<file path="src/rtl/bubctl_pkg.sv">
package bubctl_pkg;
  typedef struct packed {
    logic act;
    logic stall;
    logic sendBubble;
  } ctlStrobes_t;
endpackage

</file>
<file path="src/rtl/bubctl_or_tree.sv">
module bubctl_or_tree #(
  parameter int WIDTH = 4
) (
  input  logic [WIDTH-1:0] leaves,
  output logic             anySet
);
  localparam int LEVELS = (WIDTH > 1) ? $clog2(WIDTH) : 0;
  localparam int SPAN   = 1 << LEVELS;

  logic [2*SPAN-1:1] node;

  genvar li;
  generate
    for (li = 0; li < SPAN; li++) begin : gen_leaf
      if (li < WIDTH) begin : gen_real
        assign node[SPAN+li] = leaves[li];
      end else begin : gen_pad
        assign node[SPAN+li] = 1'b0;
      end
    end
    for (li = 1; li < SPAN; li++) begin : gen_node
      assign node[li] = node[2*li] | node[2*li+1];
    end
  endgenerate

  assign anySet = node[1];
endmodule

</file>
<file path="src/rtl/bubctl_datapath.sv">
module bubctl_datapath
  import bubctl_pkg::*;
#(
  parameter int MEMBERS = 8,
  parameter int NBRS    = 4
) (
  input  logic               clk,
  input  logic               rstN,
  input  logic [MEMBERS-1:0] memberErr,
  input  logic [NBRS-1:0]    nbrBubble,
  input  ctlStrobes_t        strobes,
  output logic               errAny,
  output logic               bubAny,
  output logic               stalledLast,
  output logic               clkEn,
  output logic               bubbleOut
);
  logic stalledQ;
  logic bubbleQ;

  bubctl_or_tree #(.WIDTH(MEMBERS)) u_errTree (
    .leaves (memberErr),
    .anySet (errAny)
  );

  bubctl_or_tree #(.WIDTH(NBRS)) u_bubTree (
    .leaves (nbrBubble),
    .anySet (bubAny)
  );

  always_ff @(posedge clk or negedge rstN) begin
    if (!rstN) begin
      stalledQ <= 1'b0;
      bubbleQ  <= 1'b0;
    end else if (strobes.act) begin
      stalledQ <= strobes.stall;
      bubbleQ  <= strobes.sendBubble;
    end
  end

  assign stalledLast = stalledQ;
  assign clkEn       = ~stalledQ;
  assign bubbleOut   = bubbleQ;
endmodule

</file>
<file path="src/rtl/bubctl_control.sv">
module bubctl_control
  import bubctl_pkg::*;
#(
  parameter bit PHASE = 1'b0
) (
  input  logic        phaseNow,
  input  logic        errAny,
  input  logic        bubAny,
  input  logic        stalledLast,
  output ctlStrobes_t strobes
);
  logic ownEdge;
  logic eligible;

  always_comb begin
    ownEdge            = (phaseNow == PHASE);
    eligible           = ownEdge & ~stalledLast;
    strobes.act        = ownEdge;
    strobes.stall      = eligible & bubAny;
    strobes.sendBubble = eligible & (bubAny | errAny);
  end
endmodule

</file>
<file path="src/rtl/bubble_cluster_ctl.sv">
module bubble_cluster_ctl
  import bubctl_pkg::*;
#(
  parameter int MEMBERS = 8,
  parameter int NBRS    = 4,
  parameter bit PHASE   = 1'b0
) (
  input  logic               clk,
  input  logic               rstN,
  input  logic               phaseNow,
  input  logic [MEMBERS-1:0] memberErr,
  input  logic [NBRS-1:0]    nbrBubble,
  output logic               clkEn,
  output logic               bubbleOut
);
  ctlStrobes_t strobes;
  logic        errAny;
  logic        bubAny;
  logic        stalledLast;

  bubctl_control #(.PHASE(PHASE)) u_ctl (
    .phaseNow    (phaseNow),
    .errAny      (errAny),
    .bubAny      (bubAny),
    .stalledLast (stalledLast),
    .strobes     (strobes)
  );

  bubctl_datapath #(.MEMBERS(MEMBERS), .NBRS(NBRS)) u_dp (
    .clk         (clk),
    .rstN        (rstN),
    .memberErr   (memberErr),
    .nbrBubble   (nbrBubble),
    .strobes     (strobes),
    .errAny      (errAny),
    .bubAny      (bubAny),
    .stalledLast (stalledLast),
    .clkEn       (clkEn),
    .bubbleOut   (bubbleOut)
  );
endmodule

</file>
<file path="config.mk">
export PLATFORM = sky130hd
export DESIGN_NAME = bubble_cluster_ctl
export DESIGN_NICKNAME = d
export VERILOG_FILES = /design/src/rtl/bubctl_pkg.sv /design/src/rtl/bubctl_or_tree.sv /design/src/rtl/bubctl_datapath.sv /design/src/rtl/bubctl_control.sv /design/src/rtl/bubble_cluster_ctl.sv
export SDC_FILE = /design/constraint.sdc
export NUM_CORES = 1
export LEC_CHECK = 0
export CORE_AREA = 2 2 39 41
export DETAILED_ROUTE_END_ITERATION = 16
export DIE_AREA = 0 0 41 43
export MAX_ROUTING_LAYER = met4
export PLACE_DENSITY = 0.38
export SYNTH_ARGS = -nofsm -noshare
export SYNTH_HDL_FRONTEND = slang
export SYNTH_SLANG_ARGS = --single-unit
</file>
<file path="constraint.sdc">
create_clock -name clk -period 0.8 [get_ports clk]
set_input_delay 0.16 -clock clk [delete_from_list [all_inputs] [get_ports clk]]
set_output_delay 0.16 -clock clk [all_outputs]
set_load 0.005 [all_outputs]
</file>
== After elaboration in Yosys (flattened, before gate mapping) ==
Cells that the tools add are included.

* Bits in registers: 2
* Input bits: 15

* Bitwise logic cells: 16

{| class="wikitable"
|+ Operator list
! kind !! number
|-
| 1-bit bitwise OR || 11
|-
| 1-bit AND || 3
|-
| 1-bit inverter || 2
|}

== Logic depth before layout (Yosys ltp) ==
* Depth in word-level cells: 5
* Gate-level depth with buffers: 3
* Gate-level depth less buffers: 3

== Modules after synthesis ==
Synthesis repeated with hierarchy kept, for this count alone.

* Cell total of the unflattened synthesis: 14
* Area, all modules: 137.6 um^2

{| class="wikitable"
|+ By module, submodules not included
! module !! instances !! cells each !! area an instance (um^2) !! sequential area each (um^2)
|-
| bubctl_datapath || 1 || 5 || 76.3 || 50.0
|-
| bubctl_control || 1 || 5 || 37.5 || 0.0
|-
| bubctl_or_tree (u_dp.u_errTree) || 1 || 3 || 16.3 || 0.0
|-
| bubctl_or_tree (u_dp.u_bubTree) || 1 || 1 || 7.5 || 0.0
|}

== Least setup slack after synthesis ==
No wires, ideal clock.

* Path kind: input to register
* From: input memberErr[4]
* To: register u_dp.bubbleQ, in the netlist u_dp.bubbleOut
* Library setup time: 0.139 ns
* Arrival: 0.863 ns
* Data required time: 0.661 ns
* Path slack: -0.202 ns
* Stages on the path: 3
* Cells stage by stage: or4_1 > nor3_2 > a31oi_1

* Word-level cells in the longest chain between the ends: 5

{| class="wikitable"
|+ Ends and longest elaborated chain
! element !! line !! RTL
|-
| from (decl) || bubble_cluster_ctl.sv:11 || <nowiki>input logic [MEMBERS-1:0] memberErr,</nowiki>
|-
| 1-bit bitwise OR (3 in a row) || bubctl_or_tree.sv:22 || <nowiki>assign node[li] = node[2*li] | node[2*li+1];</nowiki>
|-
| 1-bit bitwise OR || bubctl_control.sv:20 || <nowiki>strobes.sendBubble = eligible & (bubAny | errAny);</nowiki>
|-
| 1-bit AND || bubctl_control.sv:20 ||
|-
| to (signal assigned) || bubctl_datapath.sv:37 || <nowiki>bubbleQ <= strobes.sendBubble;</nowiki>
|-
| to (decl) || bubctl_datapath.sv:19 || <nowiki>logic bubbleQ;</nowiki>
|}

No other way between the ends.
A chain may end at the register's enable or synchronous reset.

== Final worst setup path ==
* From: register u_dp.stalledQ, in the netlist u_dp.stalledLast
* To: output clkEn

* Word-level cells in the longest chain between the ends: 1

{| class="wikitable"
|+ Ends and longest elaborated chain
! element !! line !! RTL
|-
| from (decl) || bubctl_datapath.sv:18 || <nowiki>logic stalledQ;</nowiki>
|-
| from (signal assigned) || bubctl_datapath.sv:36 || <nowiki>stalledQ <= strobes.stall;</nowiki>
|-
| 1-bit inverter || bubctl_datapath.sv:42 || <nowiki>assign clkEn = ~stalledQ;</nowiki>
|-
| to (decl) || bubble_cluster_ctl.sv:13 || <nowiki>output logic clkEn,</nowiki>
|}

No other way between the ends.

==> flow_metrics.env <==
export IMPL_synth_xor_area_share_pct=0
export IMPL_setup_ws_ns=-0.0882
export IMPL_worst_pin_slew_ns=0.240
export IMPL_setup_viol=3
export IMPL_cp_end_kind="output port"
export IMPL_critPathKind="flop to output port"
export IMPL_antenna_cells=0
export IMPL_final_min_clock_period_ns=0.888
export IMPL_synth_top_cell_by_area="dfrtp_1"
export IMPL_cts_tree="yes"
export IMPL_muxShareOfSynthArea_pct=0
export IMPL_min_path_type="primary input to asynchronous set/reset pin"
export IMPL_p_leak_nw=0.144
export IMPL_dieArea_um2=1760
export IMPL_violations="setup timing"
export IMPL_total_power_uw=485
export IMPL_status="finished with violations"
export IMPL_port_buffers=16
export IMPL_synth_area_per_cell_um2=9.18
export IMPL_drt_total_wl_um=469
export IMPL_grt_pass1_wl_um=717
export IMPL_cts_hold_buf=0
export IMPL_synth_compound_area_share_pct=17.0
export IMPL_die_width_um=41
export IMPL_drtAntennaViolNets=0
export IMPL_syn_num_nets=27
export IMPL_htreeDepth=1
export IMPL_slew_headroom_pct=83.9
export IMPL_synth_top_family_by_area="simple AND/OR/NAND/NOR gates"
export IMPL_p_per_area_nw_per_um2=1490
export IMPL_synthTopCellsByArea="dfrtp_1 45%, nor3_1 9.1%, nor3_2 9.1%"
export IMPL_start_util_pct=7.96
export IMPL_root_buffer="clkbuf_4"
export IMPL_drt_first_pass_iters=1
export IMPL_area_growth_pct=195
export IMPL_final_common_cell="clkdlybuf4s50_1"
export IMPL_grt_pass1_vias=181
export IMPL_drv_slew=0
export IMPL_yosys_cell_types_count=10
export IMPL_nNetsFinal=50
export IMPL_vias_per_cell=3.49
export IMPL_synth_area_um2=110
export IMPL_clock_fmax_mhz=1130
export IMPL_drive_gt1_share_pct=45.5
export IMPL_overflow=0
export IMPL_tns_ns=-0.233
export IMPL_clk_latency_ns=0.22
export IMPL_final_util_pct=23.5
export IMPL_fin_crit_sh_pct=111
export IMPL_boundaryPins=17
export IMPL_drt_iter0_markers=0
export IMPL_rows=14
export IMPL_place_congestion=0.586
export IMPL_ys_seq_area_share_pct=45.5
export IMPL_worstPathRequired_ns=0.64
export IMPL_die_height_um=43
export IMPL_yosys_area_share_adder_pct=0
export IMPL_maxCapViolCount=0
export IMPL_clk_transition_reported_paths_ns=0.03
export IMPL_rsz0062_at_grt="true"
export IMPL_grt_usage_pct=7.10
export IMPL_irDropWorstVdd_mv=0.522
export IMPL_final_fill_count=156
export IMPL_synthSimpleGateAreaFrac_pct=34.1
export IMPL_clock_skew_ns=0.00122
export IMPL_core_um2=1380
export IMPL_hold_violations=0
export IMPL_synth_top_area_share_pct=45.5
export IMPL_drc=0
export IMPL_cts_max_path_buffers=2
export IMPL_syn_inst=12
export IMPL_fin_area_um2=325
export IMPL_start_kind="flop"
export IMPL_yosys_warnings=0
export IMPL_cp_max_fo=2
export IMPL_clock_sinks=2
export IMPL_arrival_ns=0.73
export IMPL_grt_max_degree=5
export IMPL_r2r_slack_ns=-0.03
export IMPL_vias=171
export IMPL_placed_cell_area_um2=315
export IMPL_layout_common_cells="6 x clkdlybuf4s50_1, 4 x buf_2, 3 x clkbuf_4"
export IMPL_wl_per_cell_um=9.57
export IMPL_grt_antenna_before_repair=0
export IMPL_synth_seq_cells=2
export IMPL_cts_buffers=3
export IMPL_place_ws_ns=-0.639
## flip-flops by register name, summed over array words and instances (netlist names)
signal and cells:
u_dp.stalledLast 1, u_dp.bubbleOut 1
## cell families (layout without fill, tap and decap cells)
family,count (synthesis),in the layout
flip-flops,2,2
AND/OR/NAND/NOR,6,6
buffers and inverters,1,22
AO/OA/AOI/OAI,3,3
## power breakdown
| group | internal [mW] | switching [mW] |
|---|---|---|
| clock network | 0.165 | 0.0574 |
| logic | 0.0889 | 0.0482 |
| registers | 0.118 | 0.00711 |
| total | 0.372 | 0.113 |
## repair_timing
| action | CTS | global route |
|---|---|---|
| resized for setup | 28 | 1 |
| endpoints found under the setup margin | 4 | 4 |
| endpoints found under the hold margin | 0 | 0 |
| pin swaps | 5 | 1 |
| setup buffers | 0 | 0 |
## cell usage after synthesis, drive strengths merged
master  instances
a21o            1
a21oi           1
a31oi           1
dfrtp           2
inv             1
nor2            1
nor3            3
nor4            1
or4             1
## layout make-up
| class | instances | area, um2 | area share, % |
|---|---|---|---|
| clock buffer | 3 | 22.5 | 6.92 |
| inverter | 1 | 3.75 | 1.15 |
| multi-input combinational | 9 | 80.1 | 24.6 |
| sequential | 2 | 50.0 | 15.4 |
| tap | 16 | 20.0 | 6.15 |
| timing repair buffer | 18 | 149 | 45.8 |
## critical path, cell delays in order, from the launching register on
cell and delay (ns):
dfrtp_1 0.36, inv_1 0.05, buf_2 0.10
## metrics by stage
step                      hold WS [ns]  std cells
after global placement           0.336         46
final                            0.104         49
after CTS                       0.0939         49
after detailed placement         0.335         46
after global routing            0.0940         49
after floorplan                 -0.136         12
## final timing paths
| kind | from | cells past startpoint | end |
|---|---|---|---|
| worst max-delay path | u_dp.stalledLast | 2 | clkEn |
| worst min-delay path | rstN | 1 | u_dp.stalledLast |
| worst max register to register | u_dp.stalledLast | 4 | u_dp.bubbleOut |
| worst min register to register | u_dp.bubbleOut | 2 | u_dp.bubbleOut |
| max in group asynchronous | rstN | 1 | u_dp.bubbleOut |
| min in group clk | phaseNow | 3 | u_dp.stalledLast |
## per-layer routing
layer / vias to the layer above / GRT usage [%] / share of wire, %
li1: 90 / - / -
met1: 62 / 8.68 / 44
met2: 17 / 6.88 / 32
met3: 2 / 4.19 / 22
met4: 0 / 8.00 / 1.5
met5: - / - / 0
Note: power is estimated with default switching activity, not from simulation.
